$ cat src/rtl/smb_seq_pkg.sv
package smb_seq_pkg;
   typedef enum logic [2:0] {
      OP_START = 3'd0, OP_RSTART = 3'd1, OP_WRITE = 3'd2,
      OP_READ_ACK = 3'd3, OP_READ_NACK = 3'd4, OP_STOP = 3'd5
   } smb_op_e;

   typedef enum logic [2:0] {
      CT_QUICK = 3'd0, CT_BYTE = 3'd1, CT_BDATA = 3'd2, CT_WORD = 3'd3,
      CT_PCALL = 3'd4, CT_BLOCK = 3'd5, CT_RSVD = 3'd6, CT_BPROC = 3'd7
   } smb_ctype_e;

   typedef enum logic [4:0] {
      PH_IDLE, PH_START, PH_ADDR1, PH_CMD, PH_WD0, PH_WD1, PH_WCNT, PH_WBUF,
      PH_RSTART, PH_ADDR2, PH_RD0, PH_RD1, PH_RCNT, PH_RBUF, PH_WPEC, PH_RPEC,
      PH_STOP
   } smb_phase_e;
endpackage

$ cat src/rtl/smb_blk_buf.sv
module smb_blk_buf #(
   parameter int DEPTH = 32,
   parameter int DW = 8,
   parameter bit CLEAR_ON_RST = 1'b1,
   localparam int IW = $clog2(DEPTH)
) (
   input  logic          clk,
   input  logic          rst_n,
   input  logic          we,
   input  logic [IW-1:0] widx,
   input  logic [DW-1:0] wdata,
   input  logic [IW-1:0] ra_idx,
   output logic [DW-1:0] ra_data,
   input  logic [IW-1:0] rb_idx,
   output logic [DW-1:0] rb_data
);
   localparam logic [IW:0] LIMIT = (IW+1)'(DEPTH);

   logic [DW-1:0] mem [DEPTH];

   generate
      if (DEPTH < 2) begin : g_bad
         $error("smb_blk_buf: DEPTH must be at least 2");
      end
      if (CLEAR_ON_RST) begin : g_rst
         always_ff @(posedge clk or negedge rst_n) begin
            if (!rst_n) begin
               for (int i = 0; i < DEPTH; i++) mem[i] <= '0;
            end else if (we && ({1'b0, widx} < LIMIT)) begin
               mem[widx] <= wdata;
            end
         end
      end else begin : g_nrst
         always_ff @(posedge clk) begin
            if (we && ({1'b0, widx} < LIMIT)) mem[widx] <= wdata;
         end
      end
   endgenerate

   assign ra_data = ({1'b0, ra_idx} < LIMIT) ? mem[ra_idx] : '0;
   assign rb_data = ({1'b0, rb_idx} < LIMIT) ? mem[rb_idx] : '0;

   AST_BUF_WR_RANGE: assert property (@(posedge clk) disable iff (!rst_n)
      we |-> ({1'b0, widx} < LIMIT));
endmodule

$ cat src/rtl/smb_seq_ctrl.sv
module smb_seq_ctrl
   import smb_seq_pkg::*;
#(
   parameter int BUF_DEPTH = 32,
   localparam int IW = $clog2(BUF_DEPTH)
) (
   input  logic          clk,
   input  logic          rst_n,
   input  logic          start,
   input  logic          kill,
   input  logic [2:0]    cmd_type,
   input  logic [7:0]    slv_addr,
   input  logic [7:0]    cmd_byte,
   input  logic          pec_en,
   input  logic          blk32_en,
   input  logic [7:0]    data0,
   input  logic [7:0]    data1,
   input  logic [7:0]    pec_val,
   input  logic [7:0]    buf_byte,
   input  logic [2:0]    sts_clr,
   output logic          busy,
   output logic          done,
   output logic          dev_err,
   output logic          failed,
   output logic          eng_valid,
   output logic [2:0]    eng_op,
   output logic [7:0]    eng_wdata,
   input  logic          eng_ready,
   input  logic [7:0]    eng_rdata,
   input  logic          eng_nack,
   output logic          cap_d0,
   output logic          cap_d1,
   output logic          cap_pec,
   output logic          cap_buf,
   output logic [IW-1:0] buf_idx
);
   localparam logic [7:0] MAXC = 8'(BUF_DEPTH);

   generate
      if (BUF_DEPTH < 2 || BUF_DEPTH > 255) begin : g_bad
         $error("smb_seq_ctrl: BUF_DEPTH must be 2..255");
      end
   endgenerate

   smb_phase_e ph, ph_nx, end_w, end_r;
   smb_ctype_e ty;
   smb_op_e    op;
   logic       rd, pec_l, aborted;
   logic [7:0] cnt, bidx;
   logic       last_b, acc, wr_nack, cnt_bad, illegal, first_rd;

   assign last_b   = (bidx == cnt - 8'd1);
   assign end_w    = pec_l ? PH_WPEC : PH_STOP;
   assign end_r    = pec_l ? PH_RPEC : PH_STOP;
   assign first_rd = rd && (ty == CT_QUICK || ty == CT_BYTE);

   always_comb begin
      ph_nx = PH_IDLE;
      case (ph)
         PH_START:  ph_nx = PH_ADDR1;
         PH_ADDR1:  ph_nx = (ty == CT_QUICK) ? PH_STOP :
                            (ty == CT_BYTE && rd) ? PH_RD0 : PH_CMD;
         PH_CMD: begin
            case (ty)
               CT_BYTE:            ph_nx = end_w;
               CT_BDATA, CT_WORD:  ph_nx = rd ? PH_RSTART : PH_WD0;
               CT_PCALL:           ph_nx = PH_WD0;
               CT_BLOCK:           ph_nx = rd ? PH_RSTART : PH_WCNT;
               default:            ph_nx = PH_WCNT;
            endcase
         end
         PH_WD0:    ph_nx = (ty == CT_BDATA) ? end_w : PH_WD1;
         PH_WD1:    ph_nx = (ty == CT_PCALL) ? PH_RSTART : end_w;
         PH_WCNT:   ph_nx = PH_WBUF;
         PH_WBUF:   ph_nx = !last_b ? PH_WBUF : (ty == CT_BPROC) ? PH_RSTART : end_w;
         PH_RSTART: ph_nx = PH_ADDR2;
         PH_ADDR2:  ph_nx = (ty == CT_BLOCK || ty == CT_BPROC) ? PH_RCNT : PH_RD0;
         PH_RD0:    ph_nx = (ty == CT_WORD || ty == CT_PCALL) ? PH_RD1 : end_r;
         PH_RD1:    ph_nx = end_r;
         PH_RCNT:   ph_nx = PH_RBUF;
         PH_RBUF:   ph_nx = last_b ? end_r : PH_RBUF;
         PH_WPEC, PH_RPEC: ph_nx = PH_STOP;
         default:   ph_nx = PH_IDLE;
      endcase
   end

   always_comb begin
      op = OP_WRITE;
      eng_wdata = 8'h00;
      case (ph)
         PH_START:  op = OP_START;
         PH_RSTART: op = OP_RSTART;
         PH_STOP, PH_IDLE: op = OP_STOP;
         PH_RD0, PH_RD1, PH_RCNT, PH_RBUF, PH_RPEC:
            op = (ph_nx == PH_STOP) ? OP_READ_NACK : OP_READ_ACK;
         default:   op = OP_WRITE;
      endcase
      case (ph)
         PH_ADDR1: eng_wdata = {slv_addr[7:1], first_rd};
         PH_ADDR2: eng_wdata = {slv_addr[7:1], 1'b1};
         PH_CMD:   eng_wdata = cmd_byte;
         PH_WD0:   eng_wdata = data0;
         PH_WD1:   eng_wdata = data1;
         PH_WCNT:  eng_wdata = cnt;
         PH_WBUF:  eng_wdata = buf_byte;
         PH_WPEC:  eng_wdata = pec_val;
         default:  eng_wdata = 8'h00;
      endcase
   end

   assign eng_op    = op;
   assign busy      = (ph != PH_IDLE);
   assign eng_valid = busy;
   assign acc       = eng_valid && eng_ready;
   assign wr_nack   = (op == OP_WRITE) && eng_nack;
   assign cnt_bad   = (eng_rdata == 8'd0) || (eng_rdata > MAXC);
   assign illegal   = (cmd_type == CT_RSVD) ||
                      (cmd_type == CT_BPROC && !blk32_en) ||
                      ((cmd_type == CT_BPROC || (cmd_type == CT_BLOCK && !slv_addr[0])) &&
                       (data0 == 8'd0 || data0 > MAXC));

   always_ff @(posedge clk or negedge rst_n) begin
      if (!rst_n) begin
         ph <= PH_IDLE; ty <= CT_QUICK; rd <= 1'b0; pec_l <= 1'b0;
         cnt <= 8'd0; bidx <= 8'd0; aborted <= 1'b0;
         done <= 1'b0; dev_err <= 1'b0; failed <= 1'b0;
      end else begin
         if (sts_clr[0]) done <= 1'b0;
         if (sts_clr[1]) dev_err <= 1'b0;
         if (sts_clr[2]) failed <= 1'b0;
         if (ph == PH_IDLE) begin
            if (start && !kill && !dev_err) begin
               if (illegal) begin
                  dev_err <= 1'b1;
               end else begin
                  ph      <= PH_START;
                  ty      <= smb_ctype_e'(cmd_type);
                  rd      <= slv_addr[0] && (cmd_type != CT_BPROC);
                  pec_l   <= pec_en;
                  cnt     <= data0;
                  bidx    <= 8'd0;
                  done    <= 1'b0;
                  aborted <= 1'b0;
               end
            end
         end else if (acc) begin
            if (ph == PH_STOP) begin
               ph <= PH_IDLE;
               if (kill) failed <= 1'b1;
               else if (!aborted) done <= 1'b1;
            end else if (wr_nack) begin
               dev_err <= 1'b1; aborted <= 1'b1; ph <= PH_STOP;
            end else if (kill) begin
               failed <= 1'b1; aborted <= 1'b1; ph <= PH_STOP;
            end else if (ph == PH_RCNT && cnt_bad) begin
               dev_err <= 1'b1; aborted <= 1'b1; ph <= PH_STOP;
            end else begin
               ph <= ph_nx;
            end
            if (ph == PH_RCNT) cnt <= eng_rdata;
            if (ph == PH_WCNT || ph == PH_RCNT) bidx <= 8'd0;
            else if (ph == PH_WBUF || ph == PH_RBUF) bidx <= bidx + 8'd1;
         end
      end
   end

   assign cap_d0  = acc && (ph == PH_RD0 || ph == PH_RCNT);
   assign cap_d1  = acc && (ph == PH_RD1);
   assign cap_pec = acc && (ph == PH_RPEC);
   assign cap_buf = acc && (ph == PH_RBUF);
   assign buf_idx = bidx[IW-1:0];

   AST_OP_HOLD: assert property (@(posedge clk) disable iff (!rst_n)
      (eng_valid && !eng_ready) |=> (eng_valid && $stable(eng_op)));
   AST_FIRST_START: assert property (@(posedge clk) disable iff (!rst_n)
      $rose(busy) |-> (eng_op == OP_START));
   AST_LAST_STOP: assert property (@(posedge clk) disable iff (!rst_n)
      $fell(busy) |-> ($past(eng_op) == OP_STOP && $past(eng_ready)));
   AST_LOCKOUT: assert property (@(posedge clk) disable iff (!rst_n)
      (!busy && (dev_err || kill)) |=> !busy);
   AST_NACK_THEN_STOP: assert property (@(posedge clk) disable iff (!rst_n)
      (acc && eng_op == OP_READ_NACK) |=> (eng_op == OP_STOP));
   AST_WNACK_ERR: assert property (@(posedge clk) disable iff (!rst_n)
      (acc && eng_op == OP_WRITE && eng_nack) |=> (dev_err && eng_op == OP_STOP));
   AST_KILL_FAIL: assert property (@(posedge clk) disable iff (!rst_n)
      (acc && kill && eng_op != OP_STOP && !(eng_op == OP_WRITE && eng_nack))
      |=> (failed && eng_op == OP_STOP));
   AST_RD_IDX: assert property (@(posedge clk) disable iff (!rst_n)
      cap_buf |-> (bidx < MAXC));
endmodule

$ cat src/rtl/smb_host_seq.sv
module smb_host_seq
   import smb_seq_pkg::*;
#(
   parameter int BUF_DEPTH = 32,
   parameter bit BUF_CLEAR_ON_RST = 1'b1
) (
   input  logic                         clk,
   input  logic                         rst_n,
   input  logic                         start,
   input  logic                         kill,
   input  logic [2:0]                   cmd_type,
   input  logic [7:0]                   slv_addr,
   input  logic [7:0]                   cmd_byte,
   input  logic                         pec_en,
   input  logic                         int_en,
   input  logic                         blk32_en,
   input  logic                         sw_d0_we,
   input  logic [7:0]                   sw_d0_wdata,
   input  logic                         sw_d1_we,
   input  logic [7:0]                   sw_d1_wdata,
   input  logic                         sw_pec_we,
   input  logic [7:0]                   sw_pec_wdata,
   input  logic                         sw_buf_we,
   input  logic [$clog2(BUF_DEPTH)-1:0] sw_buf_idx,
   input  logic [7:0]                   sw_buf_wdata,
   input  logic [2:0]                   sts_clr,
   output logic [7:0]                   data0,
   output logic [7:0]                   data1,
   output logic [7:0]                   pec_reg,
   output logic [7:0]                   buf_rdata,
   output logic                         busy,
   output logic                         done,
   output logic                         dev_err,
   output logic                         failed,
   output logic                         irq,
   output logic                         eng_valid,
   output logic [2:0]                   eng_op,
   output logic [7:0]                   eng_wdata,
   input  logic                         eng_ready,
   input  logic [7:0]                   eng_rdata,
   input  logic                         eng_nack
);
   localparam int IW = $clog2(BUF_DEPTH);

   logic          cap_d0, cap_d1, cap_pec, cap_buf;
   logic [IW-1:0] seq_idx, b_widx;
   logic [7:0]    seq_byte, b_wdata;
   logic          b_we;

   smb_seq_ctrl #(.BUF_DEPTH(BUF_DEPTH)) u_ctrl (
      .clk(clk), .rst_n(rst_n), .start(start), .kill(kill), .cmd_type(cmd_type),
      .slv_addr(slv_addr), .cmd_byte(cmd_byte), .pec_en(pec_en), .blk32_en(blk32_en),
      .data0(data0), .data1(data1), .pec_val(pec_reg), .buf_byte(seq_byte),
      .sts_clr(sts_clr), .busy(busy), .done(done), .dev_err(dev_err), .failed(failed),
      .eng_valid(eng_valid), .eng_op(eng_op), .eng_wdata(eng_wdata),
      .eng_ready(eng_ready), .eng_rdata(eng_rdata), .eng_nack(eng_nack),
      .cap_d0(cap_d0), .cap_d1(cap_d1), .cap_pec(cap_pec), .cap_buf(cap_buf),
      .buf_idx(seq_idx)
   );

   assign b_we    = cap_buf || (sw_buf_we && !busy);
   assign b_widx  = cap_buf ? seq_idx : sw_buf_idx;
   assign b_wdata = cap_buf ? eng_rdata : sw_buf_wdata;

   smb_blk_buf #(.DEPTH(BUF_DEPTH), .DW(8), .CLEAR_ON_RST(BUF_CLEAR_ON_RST)) u_buf (
      .clk(clk), .rst_n(rst_n), .we(b_we), .widx(b_widx), .wdata(b_wdata),
      .ra_idx(seq_idx), .ra_data(seq_byte), .rb_idx(sw_buf_idx), .rb_data(buf_rdata)
   );

   always_ff @(posedge clk or negedge rst_n) begin
      if (!rst_n) begin
         data0 <= 8'h00; data1 <= 8'h00; pec_reg <= 8'h00;
      end else begin
         if (cap_d0) data0 <= eng_rdata;
         else if (sw_d0_we && !busy) data0 <= sw_d0_wdata;
         if (cap_d1) data1 <= eng_rdata;
         else if (sw_d1_we && !busy) data1 <= sw_d1_wdata;
         if (cap_pec) pec_reg <= eng_rdata;
         else if (sw_pec_we && !busy) pec_reg <= sw_pec_wdata;
      end
   end

   assign irq = int_en && (done || dev_err || failed);

   AST_IRQ_GATED: assert property (@(posedge clk) disable iff (!rst_n)
      (!int_en) |-> !irq);
   AST_SW_IGNORED: assert property (@(posedge clk) disable iff (!rst_n)
      (busy && sw_d1_we && !cap_d1) |=> $stable(data1));
endmodule

$ cat config.mk
export PLATFORM = sky130hd
export DESIGN_NAME = smb_host_seq
export DESIGN_NICKNAME = d
export VERILOG_FILES = /design/src/rtl/smb_seq_pkg.sv /design/src/rtl/smb_blk_buf.sv /design/src/rtl/smb_seq_ctrl.sv /design/src/rtl/smb_host_seq.sv
export SDC_FILE = /design/constraint.sdc
export NUM_CORES = 1
export LEC_CHECK = 0
export BUFFER_PORTS_ARGS = -buffer_cell sky130_fd_sc_hd__buf_2
export CAP_MARGIN = 20
export CELL_PAD_IN_SITES_DETAIL_PLACEMENT = 1
export CELL_PAD_IN_SITES_GLOBAL_PLACEMENT = 1
export CORE_ASPECT_RATIO = 0.9
export CORE_UTILIZATION = 49
export DETAILED_ROUTE_END_ITERATION = 7
export PLACE_DENSITY = 0.83
export SYNTH_ARGS = -nofsm -noshare
export SYNTH_HDL_FRONTEND = slang
export SYNTH_SLANG_ARGS = --single-unit
$ cat constraint.sdc
create_clock -name clk -period 3.7 [get_ports clk]
set_clock_uncertainty 0.15 [all_clocks]
set_input_delay 0.37 -clock clk [delete_from_list [all_inputs] [get_ports clk]]
set_output_delay 0.37 -clock clk [all_outputs]
set_load 0.05 [all_outputs]
# Word level (Yosys, flattened, before mapping)
# Index checks and enable logic that the tools add are counted.
[word_totals]
word_cells = 235
output_inout_bits = 49
register_bits = 310
inputBits = 80
[classes]
n_lt_le_gt_ge = 6
reduce_logical = 61
n_mux = 85
addsub = 2
bitwise = 4
eq_ne = 32
[op_table]
columns = ["op", "n"]
rows = [
  ["bitwise mux 256 bit", 1],
  ["two-way mux 8 bit", 23],
  ["two-way mux 5 bit", 18],
  ["binary-select mux 8 bit (select 5 bit)", 2],
  ["one-hot mux 5 bit (14 select lines)", 1],
  ["one-hot mux 8 bit (8 select lines)", 1],
  ["demux 8 bit (select 5 bit)", 1],
  ["== test 5 x 4 -> 1 bit, second input constant", 8],
  ["two-way mux 1 bit", 31],
  ["logical AND 1 bit", 21],
  ["== test 5 x 3 -> 1 bit, second input constant", 4],
  ["one-hot mux 5 bit (4 select lines)", 1],
  ["== test 3 bit, second input constant", 6],
  [">= comparator 6 bit, second input constant", 3],
  ["inverter 5 -> 6 bit", 3],
  ["greater-than comparator 8 x 6 -> 1 bit, second input constant", 2],
  ["zero test 8 bit", 2],
  ["logical OR 1 bit", 14],
  ["two-way mux 4 bit", 3],
  ["one-hot mux 3 bit (4 select lines)", 1],
  ["== test 5 x 2 -> 1 bit, second input constant", 2],
  ["== test 5 bit, second input constant", 2],
  ["nonzero test 2 bit", 5],
  ["== test 3 x 2 -> 1 bit, second input constant", 3],
  ["22 further kinds", 32],
]

# Longest topological paths before layout
[depth]
word_depth = 14
depth_mapped = 11

# By module
# Synthesis repeated with hierarchy kept, for this count alone.
[unflattened]
cells_unflattened = 1351
area_unflattened_um2 = 18455.2
[by_module_without_submodules]
columns = ["module", "cells_each", "instances", "area_each_um2"]
rows = [
  ["smb_blk_buf", 806, 1, 13643.1],
  ["smb_seq_ctrl", 397, 1, 3083.0],
  ["smb_host_seq", 148, 1, 1729.2],
]

# Worst setup path after synthesis
# No wires, ideal clock.
[synth_timing]
path_type = "reg2out"
startpoint = "register u_ctrl.bidx[0]"
endpoint = "output eng_wdata[4]"
arrival_ns = 2.602
stages_incl_launch_ff = 7
t_required_ns = 3.180
setup_slack_ns = 0.578
path_cell_list = "dfrtp_1 buf_1 mux4_2 mux4_2 mux2_2 nand2_1 nand3_1"
[synth_via]
elab_chain_len = 5
[synth_lines]
columns = ["item", "line_no", "source"]
rows = [
  ["start, declared", "smb_seq_ctrl.sv:49", "logic [7:0] cnt, bidx;"],
  ["start signal, assigned", "smb_seq_ctrl.sv:162", "else if (ph == PH_WBUF || ph == PH_RBUF) bidx <= bidx + 8'd1;"],
  ["inverter 5 -> 6 bit (implied by the code)", "smb_blk_buf.sv:40", "assign ra_data = ({1'b0, ra_idx} < LIMIT) ? mem[ra_idx] : '0;"],
  ["binary-select mux 8 bit (select 5 bit)", "smb_blk_buf.sv:40", ""],
  ["two-way mux 8 bit (implied by the code) (2 in a row)", "smb_blk_buf.sv:40", ""],
  ["one-hot mux 8 bit (8 select lines)", "smb_seq_ctrl.sv:98", "case (ph)"],
  ["end, declared", "smb_host_seq.sv:38", "output logic [7:0] eng_wdata,"],
]
# No other way between the ends. The select of a mux whose other input is x is not followed.

# Final worst setup path
[layout_timing]
startpoint = "register u_ctrl.bidx[0]"
endpoint = "output eng_wdata[5]"
# Same word-level chain as after synthesis.

==> impl_metrics.toml <==
[synthesis]
synth_top_area_share_pct = 44.5
synth-async-reset-ratio_pct = 100
synthXorXnorAreaFrac_pct = 0.803
synth_compound_gate_area_share_pct = 14.0
yosysMostFrequentCell = "dfrtp_1"
synth_top_family_by_area = "multiplexers"
synthTopCellsByArea = "dfrtp_1, mux4_2, nand2_1, o21ai_0, a21oi_1"
ys_warn_count = 0
yosys-top-cells-count = "dfrtp_1, nand2_1, nor2_1"
synth_edf_count = 0
yosysTopAreaCell = "dfrtp_1"
yosysUniqueCellTypes = 84
ys.flop_type = "dfrtp_1"
ys_ff_latch = 310
synthMuxAreaShare_pct = 22.3
syn_area_per_cell_um2 = 10.7
synth_simple_gate_area_share_pct = 14.4
synthCells = 1635
synth_area_um2 = 17400
syn-num-nets = 1717
ys_seq_area_share_pct = 44.5
synth_fa_ha_area_share_pct = 0.143

[timing]
fin_crit_sh_pct = 101
hold_slack_ns = 0.0144
slew_viol_final = 0
worst_pin_slew_ns = 1.00
slew_headroom_pct = 33.2
rsz0062_at_grt = "true"
hold_viol_final = 0
max_freq_mhz = 267
postLayoutSetupSlackWorst_ns = -0.0401
final.min_clock_period_ns = 3.74
setup-violations-final = 3

[finish]
largest_register = "u_buf.mem"
nFillCells = 3688
drive_gt1_share_pct = 27.4
syn_to_final_growth_pct = 17.8
finalNetCount = 1860
fin_util_pct = 58.6
seq_area_um2 = 7760
largest_reg_flops = 256
multiInputGateArea_um2 = 9120

[detailed_routing]
viasPerCell = 7.12
drc = 0
drt_iter0_markers = 2183
dr.max_layer_used = "met5"
wl_met3_um = 7370
wl_met2_um = 32800
vias = 16200
dr.pass1.iters = 8
wl_per_cell_um = 31.0
wl_um = 70400
final_antenna_net_count = 0
drt-met1-wl_um = 25700

[die]
num_rows = 65
die_y_um = 181
core_area_um2 = 35100
start_util_pct = 49.8
dieArea_um2 = 36400
die-width_um = 201
pin_count = 129

[status]
violations = "setup timing"
status = "finished, violations left"

[cts]
root_buffer = "clkbuf_16"
cts_tree = "done"
cts_num_sinks = 310
cts_made_buffers = 35
clock_latency_ns = 0.54
clockBufferDepth = 3
cts_max_level = 2
path_clk_slew_ns = 0.07

[grt]
track_usage_pct = 38.2
grt_pass1_wl_um = 105000
grt_start_max_net_pins = 110
grt_pass1_vias = 16900
antenna_found_initial = 2
grt-ovfl-total = 0

[worst_setup_path]
critPathRequiredTime_ns = 3.18
path_class = "reg -> out"
arrival_ns = 3.22
endpoint_kind = "output pin"
ff2ff_path_depth = 7
startpoint_type = "flop"
critPathMaxFanout = 7

[run]
maxCapViolCount = 0

[placement]
placement.io_buffers = 128
place.gp.congestion = 0.994
dp_hpwl_um = 43600

[worst_hold_path]
hold_path_class = "in -> reg"
min_path_cells = 3

[power_and_ir_drop]
ir_worst_vdd_mv = 0.396
power_leakage_uw = 0.00875
p_per_area_nw_per_um2 = 839
path summary, 6_finish.rpt:
path / start / endpoint / slack (ns)
worst max-delay path: u_ctrl.bidx[0] / eng_wdata[5] / -0.04
worst min-delay path: sts_clr[1] / u_ctrl.dev_err / 0.01
worst max register to register: u_ctrl.ph[2] / u_buf.mem[15] / 0.10
worst min register to register: u_buf.mem[201] / u_buf.mem[201] / 0.37
max in group asynchronous: rst_n / u_buf.mem[12] / 2.03
min in group asynchronous: rst_n / u_buf.mem[81] / 0.33
report_power, final:
part	leakage (uW)	switching, uW	total, uW	internal, uW
Sequential	0.00400	1690	6420	4730
Combinational	0.00417	4080	7140	3060
Clock	0.000582	1510	3680	2170
final cells by class:
type	count	share of cell area [%]
diodes	1	0.0122
clock buffers	54	5.10
clock inverters	8	0.670
inverters	16	0.292
multi-input cells	1172	44.4
flip-flops and latches	310	37.8
well taps	469	2.86
repair buffers	243	8.91
worst max-delay path: stages (launching register included):
cell and delay (ns):
dfrtp_4 0.42, clkbuf_4 0.20, buf_12 0.16, mux4_2 0.54
mux4_2 0.58, mux2_2 0.34, nand2_1 0.12, nand3_1 0.08
buf_2 0.24
layout by cell type (no fill, tap or decap), types with 11 or more instances in the layout:
cell / count
o21ai_1: 11
a222oi_1: 11
a22oi_1: 24
buf_2: 124
nand2b_1: 12
mux4_2: 160
mux2_2: 14
nor3_1: 14
o21ai_0: 156
nor2b_1: 17
dfrtp_1: 308
dlygate4sd3_1: 31
buf_4: 66
inv_1: 15
buf_12: 14
a31oi_1: 12
nand2_1: 259
a21oi_1: 128
clkbuf_16: 36
nor2_1: 170
nand3_1: 22
layer usage:
layer	vias up	GRT usage [%]
met2	1297	60.2
met3	347	7.47
met1	8251	49.6
met4	2	22.5
li1	6298	-
met5	-	0
kinds of logic after synthesis:
| group | count (synthesis) |
|---|---|
| adder cells (fa/ha/maj) | 2 |
| multiplexers | 187 |
| AND/OR/NAND/NOR | 564 |
| AO/OA/AOI/OAI | 403 |
| buffers and inverters | 153 |
| XOR/XNOR | 16 |
| flip-flops | 310 |
stage by stage:
stage | area [um2] | setup TNS (ns) | std cells | power, uW | worst slack (ns)
global placement | 18800 | 0 | 2166 | 12100 | 0.462
global route | 20600 | -0.148 | 2272 | 17800 | -0.0565
CTS | 20400 | 0 | 2262 | 16700 | 0.00399
detailed placement | 18800 | 0 | 2166 | 12700 | 0.355
floorplan | 17400 | 0 | 1635 | 10400 | 0.578
finish | 20600 | -0.0850 | 2273 | 17200 | -0.0401
what timing repair did:
action                                  CTS  global route
hold buffers                             31             0
buffers inserted                          2             9
cloned                                    1             1
endpoints found under the hold margin   135             0
resized for setup                        10            17
endpoints found under the setup margin   11            12
pin swaps                                 0             1
Power figures use the tool's default switching activity.
